## src/rtl/wis_pkg.sv

```systemverilog
package wis_pkg;

   typedef struct packed {
      logic fetch;
      logic data;
      logic exec;
   } wis_stall_t;

   function automatic logic wis_blocked(input wis_stall_t s);
      return s.fetch | s.data | s.exec;
   endfunction

endpackage

```

## src/rtl/wis_slot_table.sv

```systemverilog
module wis_slot_table #(
   parameter int NUM_WARPS = 16,
   parameter int BLK_W     = 4,
   localparam int WID_W    = $clog2(NUM_WARPS)
) (
   input  logic                       clk,
   input  logic                       rst_n,
   input  logic                       alloc_valid,
   input  logic [WID_W-1:0]           alloc_slot,
   input  logic [BLK_W-1:0]           alloc_block,
   input  logic                       retire_valid,
   input  logic [WID_W-1:0]           retire_slot,
   output logic [NUM_WARPS-1:0]       live_o,
   output logic [NUM_WARPS*BLK_W-1:0] blk_flat_o,
   output logic [NUM_WARPS-1:0]       retire_hit_o
);

   logic [NUM_WARPS-1:0] live_q;
   logic [BLK_W-1:0]     blk_q [NUM_WARPS];

   for (genvar i = 0; i < NUM_WARPS; i++) begin : g_slot
      logic alloc_hit, retire_hit;
      assign alloc_hit  = alloc_valid  && (alloc_slot  == WID_W'(i));
      assign retire_hit = retire_valid && (retire_slot == WID_W'(i));
      assign retire_hit_o[i] = retire_hit;

      always_ff @(posedge clk) begin
         if (!rst_n) begin
            live_q[i] <= 1'b0;
            blk_q[i]  <= '0;
         end else if (retire_hit) begin
            live_q[i] <= 1'b0;
         end else if (alloc_hit && !live_q[i]) begin
            live_q[i] <= 1'b1;
            blk_q[i]  <= alloc_block;
         end
      end

      assign blk_flat_o[i*BLK_W +: BLK_W] = blk_q[i];
   end

   assign live_o = live_q;

   a_r2_alloc_ignored: assert property (@(posedge clk) disable iff (!rst_n)
      alloc_valid && live_q[alloc_slot] &&
      !(retire_valid && retire_slot == alloc_slot)
      |=> live_q[$past(alloc_slot)] &&
          blk_q[$past(alloc_slot)] == $past(blk_q[alloc_slot]));

   a_r3_retire_frees: assert property (@(posedge clk) disable iff (!rst_n)
      retire_valid |=> !live_q[$past(retire_slot)]);

endmodule

```

## src/rtl/wis_barrier.sv

```systemverilog
module wis_barrier #(
   parameter int NUM_WARPS = 16,
   parameter int BLK_W     = 4
) (
   input  logic                       clk,
   input  logic                       rst_n,
   input  logic [NUM_WARPS-1:0]       live_i,
   input  logic [NUM_WARPS*BLK_W-1:0] blk_flat_i,
   input  logic [NUM_WARPS-1:0]       retire_hit_i,
   input  logic [NUM_WARPS-1:0]       arrive_i,
   output logic [NUM_WARPS-1:0]       parked_o,
   output logic [NUM_WARPS-1:0]       release_o
);

   logic [NUM_WARPS-1:0] parked_q;
   logic [NUM_WARPS-1:0] grp_done;

   // A block's barrier completes when no live warp of that tag is still running
   always_comb begin
      for (int i = 0; i < NUM_WARPS; i++) begin
         grp_done[i] = 1'b1;
         for (int j = 0; j < NUM_WARPS; j++) begin
            if (live_i[j] && !parked_q[j] &&
                blk_flat_i[j*BLK_W +: BLK_W] == blk_flat_i[i*BLK_W +: BLK_W])
               grp_done[i] = 1'b0;
         end
      end
   end

   for (genvar i = 0; i < NUM_WARPS; i++) begin : g_bar
      assign release_o[i] = live_i[i] && parked_q[i] && grp_done[i];

      always_ff @(posedge clk) begin
         if (!rst_n)                        parked_q[i] <= 1'b0;
         else if (retire_hit_i[i])          parked_q[i] <= 1'b0;
         else if (release_o[i])             parked_q[i] <= 1'b0;
         else if (arrive_i[i] && live_i[i]) parked_q[i] <= 1'b1;
      end

      a_r9_release_unparks: assert property (@(posedge clk) disable iff (!rst_n)
         release_o[i] |=> !parked_q[i]);
   end

   assign parked_o = parked_q;

endmodule

```

## src/rtl/wis_picker.sv

```systemverilog
module wis_picker #(
   parameter int NUM_WARPS = 16,
   localparam int WID_W    = $clog2(NUM_WARPS)
) (
   input  logic                 clk,
   input  logic                 rst_n,
   input  logic [NUM_WARPS-1:0] elig_i,
   output logic                 valid_o,
   output logic [WID_W-1:0]     warp_o
);

   logic [WID_W-1:0] last_q;
   logic             found;
   logic [WID_W-1:0] pick;

   // Scan one past the last grant, wrapping, first eligible wins
   always_comb begin
      found = 1'b0;
      pick  = last_q;
      for (int k = 1; k <= NUM_WARPS; k++) begin
         logic [WID_W:0] idx;
         idx = {1'b0, last_q} + (WID_W+1)'(k);
         if (idx >= (WID_W+1)'(NUM_WARPS))
            idx = idx - (WID_W+1)'(NUM_WARPS);
         if (!found && elig_i[idx[WID_W-1:0]]) begin
            found = 1'b1;
            pick  = idx[WID_W-1:0];
         end
      end
   end

   always_ff @(posedge clk) begin
      if (!rst_n)     last_q <= WID_W'(NUM_WARPS - 1);
      else if (found) last_q <= pick;
   end

   assign valid_o = found;
   assign warp_o  = pick;

   a_r7_repeat_only_alone: assert property (@(posedge clk) disable iff (!rst_n)
      valid_o && warp_o == last_q |-> $countones(elig_i) == 1);

endmodule

```

## src/rtl/warp_issue_sched.sv

```systemverilog
module warp_issue_sched #(
   parameter int NUM_WARPS = 16,
   parameter int BLK_W     = 4,
   localparam int WID_W    = $clog2(NUM_WARPS)
) (
   input  logic                 clk,
   input  logic                 rst_n,
   input  logic                 alloc_valid,
   input  logic [WID_W-1:0]     alloc_slot,
   input  logic [BLK_W-1:0]     alloc_block,
   input  logic                 retire_valid,
   input  logic [WID_W-1:0]     retire_slot,
   input  logic [NUM_WARPS-1:0] stall_fetch,
   input  logic [NUM_WARPS-1:0] stall_data,
   input  logic [NUM_WARPS-1:0] stall_exec,
   input  logic [NUM_WARPS-1:0] bar_arrive,
   output logic                 issue_valid,
   output logic [WID_W-1:0]     issue_warp,
   output logic [NUM_WARPS-1:0] bar_release
);
   import wis_pkg::*;

   if (NUM_WARPS < 2) begin : g_bad_warps
      $error("warp_issue_sched: NUM_WARPS must be at least 2");
   end
   if (BLK_W < 1) begin : g_bad_blk
      $error("warp_issue_sched: BLK_W must be at least 1");
   end

   logic [NUM_WARPS-1:0]       live;
   logic [NUM_WARPS*BLK_W-1:0] blk_flat;
   logic [NUM_WARPS-1:0]       retire_hit;
   logic [NUM_WARPS-1:0]       parked;
   logic [NUM_WARPS-1:0]       elig;
   wis_stall_t                 cause [NUM_WARPS];

   wis_slot_table #(.NUM_WARPS(NUM_WARPS), .BLK_W(BLK_W)) u_slots (
      .clk(clk), .rst_n(rst_n),
      .alloc_valid(alloc_valid), .alloc_slot(alloc_slot), .alloc_block(alloc_block),
      .retire_valid(retire_valid), .retire_slot(retire_slot),
      .live_o(live), .blk_flat_o(blk_flat), .retire_hit_o(retire_hit)
   );

   wis_barrier #(.NUM_WARPS(NUM_WARPS), .BLK_W(BLK_W)) u_barrier (
      .clk(clk), .rst_n(rst_n),
      .live_i(live), .blk_flat_i(blk_flat), .retire_hit_i(retire_hit),
      .arrive_i(bar_arrive), .parked_o(parked), .release_o(bar_release)
   );

   for (genvar i = 0; i < NUM_WARPS; i++) begin : g_elig
      assign cause[i] = '{fetch: stall_fetch[i], data: stall_data[i], exec: stall_exec[i]};
      assign elig[i]  = live[i] && !parked[i] && !bar_arrive[i] && !wis_blocked(cause[i]);
   end

   wis_picker #(.NUM_WARPS(NUM_WARPS)) u_picker (
      .clk(clk), .rst_n(rst_n),
      .elig_i(elig), .valid_o(issue_valid), .warp_o(issue_warp)
   );

   a_r4_issue_unstalled: assert property (@(posedge clk) disable iff (!rst_n)
      issue_valid |-> live[issue_warp] && !stall_fetch[issue_warp] &&
                      !stall_data[issue_warp] && !stall_exec[issue_warp]);

   a_r8_parked_not_issued: assert property (@(posedge clk) disable iff (!rst_n)
      issue_valid |-> !parked[issue_warp] && !bar_arrive[issue_warp]);

   a_r5_idle_when_none: assert property (@(posedge clk) disable iff (!rst_n)
      (elig == '0) |-> !issue_valid);

   a_r3_retired_silent: assert property (@(posedge clk) disable iff (!rst_n)
      retire_valid && !(alloc_valid && alloc_slot == retire_slot)
      |=> !(issue_valid && issue_warp == $past(retire_slot)));

endmodule

```

## config.mk

```make
export PLATFORM = sky130hd
export DESIGN_NAME = warp_issue_sched
export DESIGN_NICKNAME = d
export VERILOG_FILES = /design/src/rtl/wis_pkg.sv /design/src/rtl/wis_slot_table.sv /design/src/rtl/wis_barrier.sv /design/src/rtl/wis_picker.sv /design/src/rtl/warp_issue_sched.sv
export SDC_FILE = /design/constraint.sdc
export NUM_CORES = 1
export LEC_CHECK = 0
export BUFFER_PORTS_ARGS = -buffer_cell sky130_fd_sc_hd__buf_2
export CAP_MARGIN = 40
export CORE_AREA = 10 10 225 227
export DETAILED_ROUTE_END_ITERATION = 16
export DIE_AREA = 0 0 235 237
export GPL_ROUTABILITY_DRIVEN = 0
export GPL_TIMING_DRIVEN = 0
export REMOVE_ABC_BUFFERS = 1
export SYNTH_ARGS = -nofsm -noshare
export SYNTH_HDL_FRONTEND = slang
export SYNTH_SLANG_ARGS = --single-unit
```

## constraint.sdc

```tcl
create_clock -name clk -period 7.75 [get_ports clk]
set_input_delay 1.1625 -clock clk [delete_from_list [all_inputs] [get_ports clk]]
set_output_delay 1.1625 -clock clk [all_outputs]
set_load 0.05 [all_outputs]
```

==> impl_metrics.env <==
export IMPL_cp_arrival_ps=6230
export IMPL_layout_drive_gt1_share=0.144
export IMPL_ctsHoldBuffers=0
export IMPL_synth_fa_ha_area_frac=0.00642
export IMPL_clkSinkCount=100
export IMPL_ys_flop_type="edfxtp_1"
export IMPL_yosysSeqAreaShare=0.194
export IMPL_async_reset_ff_frac=0
export IMPL_syn_to_final_growth_pct=15.7
export IMPL_synth_seq_cells=100
export IMPL_place_hpwl_um=49200
export IMPL_combPwrFrac=0.695
export IMPL_clk_latency_ps=380
export IMPL_required_ps=6590
export IMPL_setup_tns_ps=0
export IMPL_outcome="complete, no violations"
export IMPL_grt_pass1_vias=14137
export IMPL_finalCriticalPeriod_ps=7390
export IMPL_ir_drop_mv=0.327
export IMPL_dr_pass1_iters=7
export IMPL_synthXorXnorAreaFrac=0.317
export IMPL_synth_compound_area_frac=0.141
export IMPL_clockBufferDepth=2
export IMPL_synth_simple_area_share=0.237
export IMPL_drtAntennaViolNets=0
export IMPL_drt_wl_total_um=62400
export IMPL_clock_fmax_mhz=135
export IMPL_finalMaxSlewViolations=0
export IMPL_drc=0
export IMPL_cts_tree="yes"
export IMPL_grt_pass1_wl_um=90700
export IMPL_rsz0062_at_grt="false"
export IMPL_cap_violations=0
export IMPL_p_clk_frac=0.120
export IMPL_cts_buffers=9
export IMPL_switchingPower_mw=2.07
export IMPL_placed_area_um2=15500
export IMPL_finalHoldViolations=0
export IMPL_die_area_um2=55700
export IMPL_io_buffer_count=100
export IMPL_die_w_um=235
export IMPL_tightest_slew_ps=1070
export IMPL_final_area_um2=15800
export IMPL_fin_crit_sh=0.954
export IMPL_synth_area_mux_share=0.0451
export IMPL_antenna_found_initial=0
export IMPL_rows=79
export IMPL_yosysTopAreaCellShare=0.215
export IMPL_dr_total_vias=14654
export IMPL_p_leak_nw=5.11
export IMPL_worst_setup_path_start_kind="register"
export IMPL_syn_instance_count=1732
export IMPL_cts_resized=0
export IMPL_ys_warn_count=0
export IMPL_globalRoute_totalOverflow=0
export IMPL_path_clk_slew_ps=70
export IMPL_crit_fanout=26
export IMPL_grt_start_max_net_pins=37
export IMPL_power_density_nw_per_um2=244
export IMPL_die_h_um=237
export IMPL_finalNetCount=1819
export IMPL_maxSlewHeadroom=0.284
export IMPL_synth_area_leaders="xnor2_1 21%, edfxtp_1 14%, xor2_1 10%, dfxtp_1 5.3%, clkbuf_1 4.5%"
export IMPL_setup_viol=0
export IMPL_syn_area_um2=13600
export IMPL_synth_edf_count=64
export IMPL_swShare=0.537
export IMPL_seqPwrFrac=0.185
export IMPL_worstHoldPathType="reg -> reg"
export IMPL_critPathKind="reg -> out"
export IMPL_ys_types=77
export IMPL_synth_area_leader_cell="xnor2_1"
export IMPL_track_usage=0.212
export IMPL_postCtsSetupBuffers=0
export IMPL_pin_count=101
export IMPL_p_int_mw=1.79
export IMPL_worst_clock_skew_ps=19.6
export IMPL_syn_area_per_cell_um2=7.87
export IMPL_endpoint_kind="primary output"
export IMPL_initial_core_util=0.295
export IMPL_wl_per_cell_um=26.6
export IMPL_core_um2=46200
export IMPL_drt_iter0_drc=2107
export IMPL_drt_vias_per_instance=6.25
export IMPL_cts_root_buffer="clkbuf_16"
export IMPL_synth_top_family_by_area="XOR/XNOR gates"
export IMPL_cts_max_level=3
cell type report:
class                   instances  area [µm²]
well taps                     607         759
flip-flops and latches        100        2640
repair buffers                181        1820
clock buffers                   9         225
clock inverters                 7        67.6
diodes                          2        5.00
fillers                      4741       30400
inverters                      25        93.8
multi-input cells            1415       10200
metrics by stage:
| stage | instances | utilization | worst slack (ps) | hold WS, ps | power [mW] |
|---|---|---|---|---|---|
| 2_1_floorplan | 1540 | - | 1160 | 468 | 2.56 |
| 3_3_place_gp | 2247 | 0.307 | -346 | 509 | 3.19 |
| 3_5_place_dp | 2327 | 0.335 | 923 | 520 | 3.32 |
| 4_1_cts | 2343 | 0.342 | 523 | 531 | 3.79 |
| 5_1_grt | 2344 | 0.342 | 179 | 568 | 4.05 |
| 6_report | 2346 | 0.342 | 357 | 534 | 3.85 |
cells in the final DEF (no fill, tap or decap), drive strengths merged, types with 4 or more instances in the layout:
cell,n
a211oi,8
a21oi,52
a221o,5
a221oi,7
a22oi,18
a31oi,5
and2,11
and3,13
buf,176
clkbuf,10
clkinv,6
dfxtp,36
edfxtp,64
ha,7
inv,26
mux2,9
mux2i,10
mux4,17
nand2,64
nand2b,31
nand3,28
nand3b,6
nand4,89
nor2,90
nor2b,12
nor3,110
nor4,66
o2111ai,9
o211ai,15
o21ai,60
o221ai,5
o22a,4
o22ai,68
o311ai,6
or2,13
or3,17
or4,29
xnor2,334
xor2,159
worst max-delay path, cell delays in order (launching register included):
cell and delay (ps):
dfxtp_1 460, buf_8 230, clkinv_1 590, ha_1 770, buf_16 210, clkinv_1 440, nor3_1 410, nor3_1 90
or4_1 700, mux2i_2 560, nand4_1 190, a21o_1 200, a221oi_1 360, o21ai_0 200, o21ai_0 130, buf_2 300
final timing paths:
kind | startpoint | to | slack, ps | cells after the start
max | u_picker.last_q[1] | issue_warp[1] | 360 | 15
min | u_slots.live_o[4] | u_slots.live_o[4] | 530 | 2
max reg2reg | u_picker.last_q[1] | u_picker.last_q[2] | 1960 | 14
min reg2reg | u_slots.live_o[4] | u_slots.live_o[4] | 530 | 2
flip-flops by register name, indices dropped and copies added, names as in the netlist:
| name | flops |
|---|---|
| u_barrier.parked_o | 16 |
| u_picker.last_q | 4 |
| u_slots.blk_q | 64 |
| u_slots.live_o | 16 |
power by group through the flow:
stage / logic, mW / registers (mW) / clock network [mW]
final: 2.68 / 0.713 / 0.462
after CTS: 2.61 / 0.708 / 0.469
after global placement: 2.38 / 0.816 / 0
after global routing: 2.85 / 0.715 / 0.484
after detailed placement: 2.60 / 0.720 / 0
after floorplan: 1.82 / 0.740 / 0
routing by layer:
layer	vias to the layer above	track usage	routed length (µm)
met4	0	0.140	4760
met1	6930	0.262	23400
met5	-	0	0
met3	293	0.0559	8100
li1	6253	-	-
met2	1178	0.320	26200
Yosys cell counts, drive strengths merged (28+ instances only):
cell type / count
o22ai: 68
nand2: 64
or4: 29
buf: 30
nor4: 66
nand3: 28
xor2: 159
a21oi: 52
edfxtp: 64
clkbuf: 162
nand2b: 31
dfxtp: 36
xnor2: 334
o21ai: 60
nor3: 110
nor2: 90
nand4: 89
cells by family after synthesis:
| kind of cell | Yosys count |
|---|---|
| mux | 36 |
| compound gates | 293 |
| buf+inv | 217 |
| fa+ha+maj | 7 |
| simple gates | 586 |
| xor+xnor | 493 |
| flops | 100 |
No activity file was read; power rests on OpenSTA's default activity.
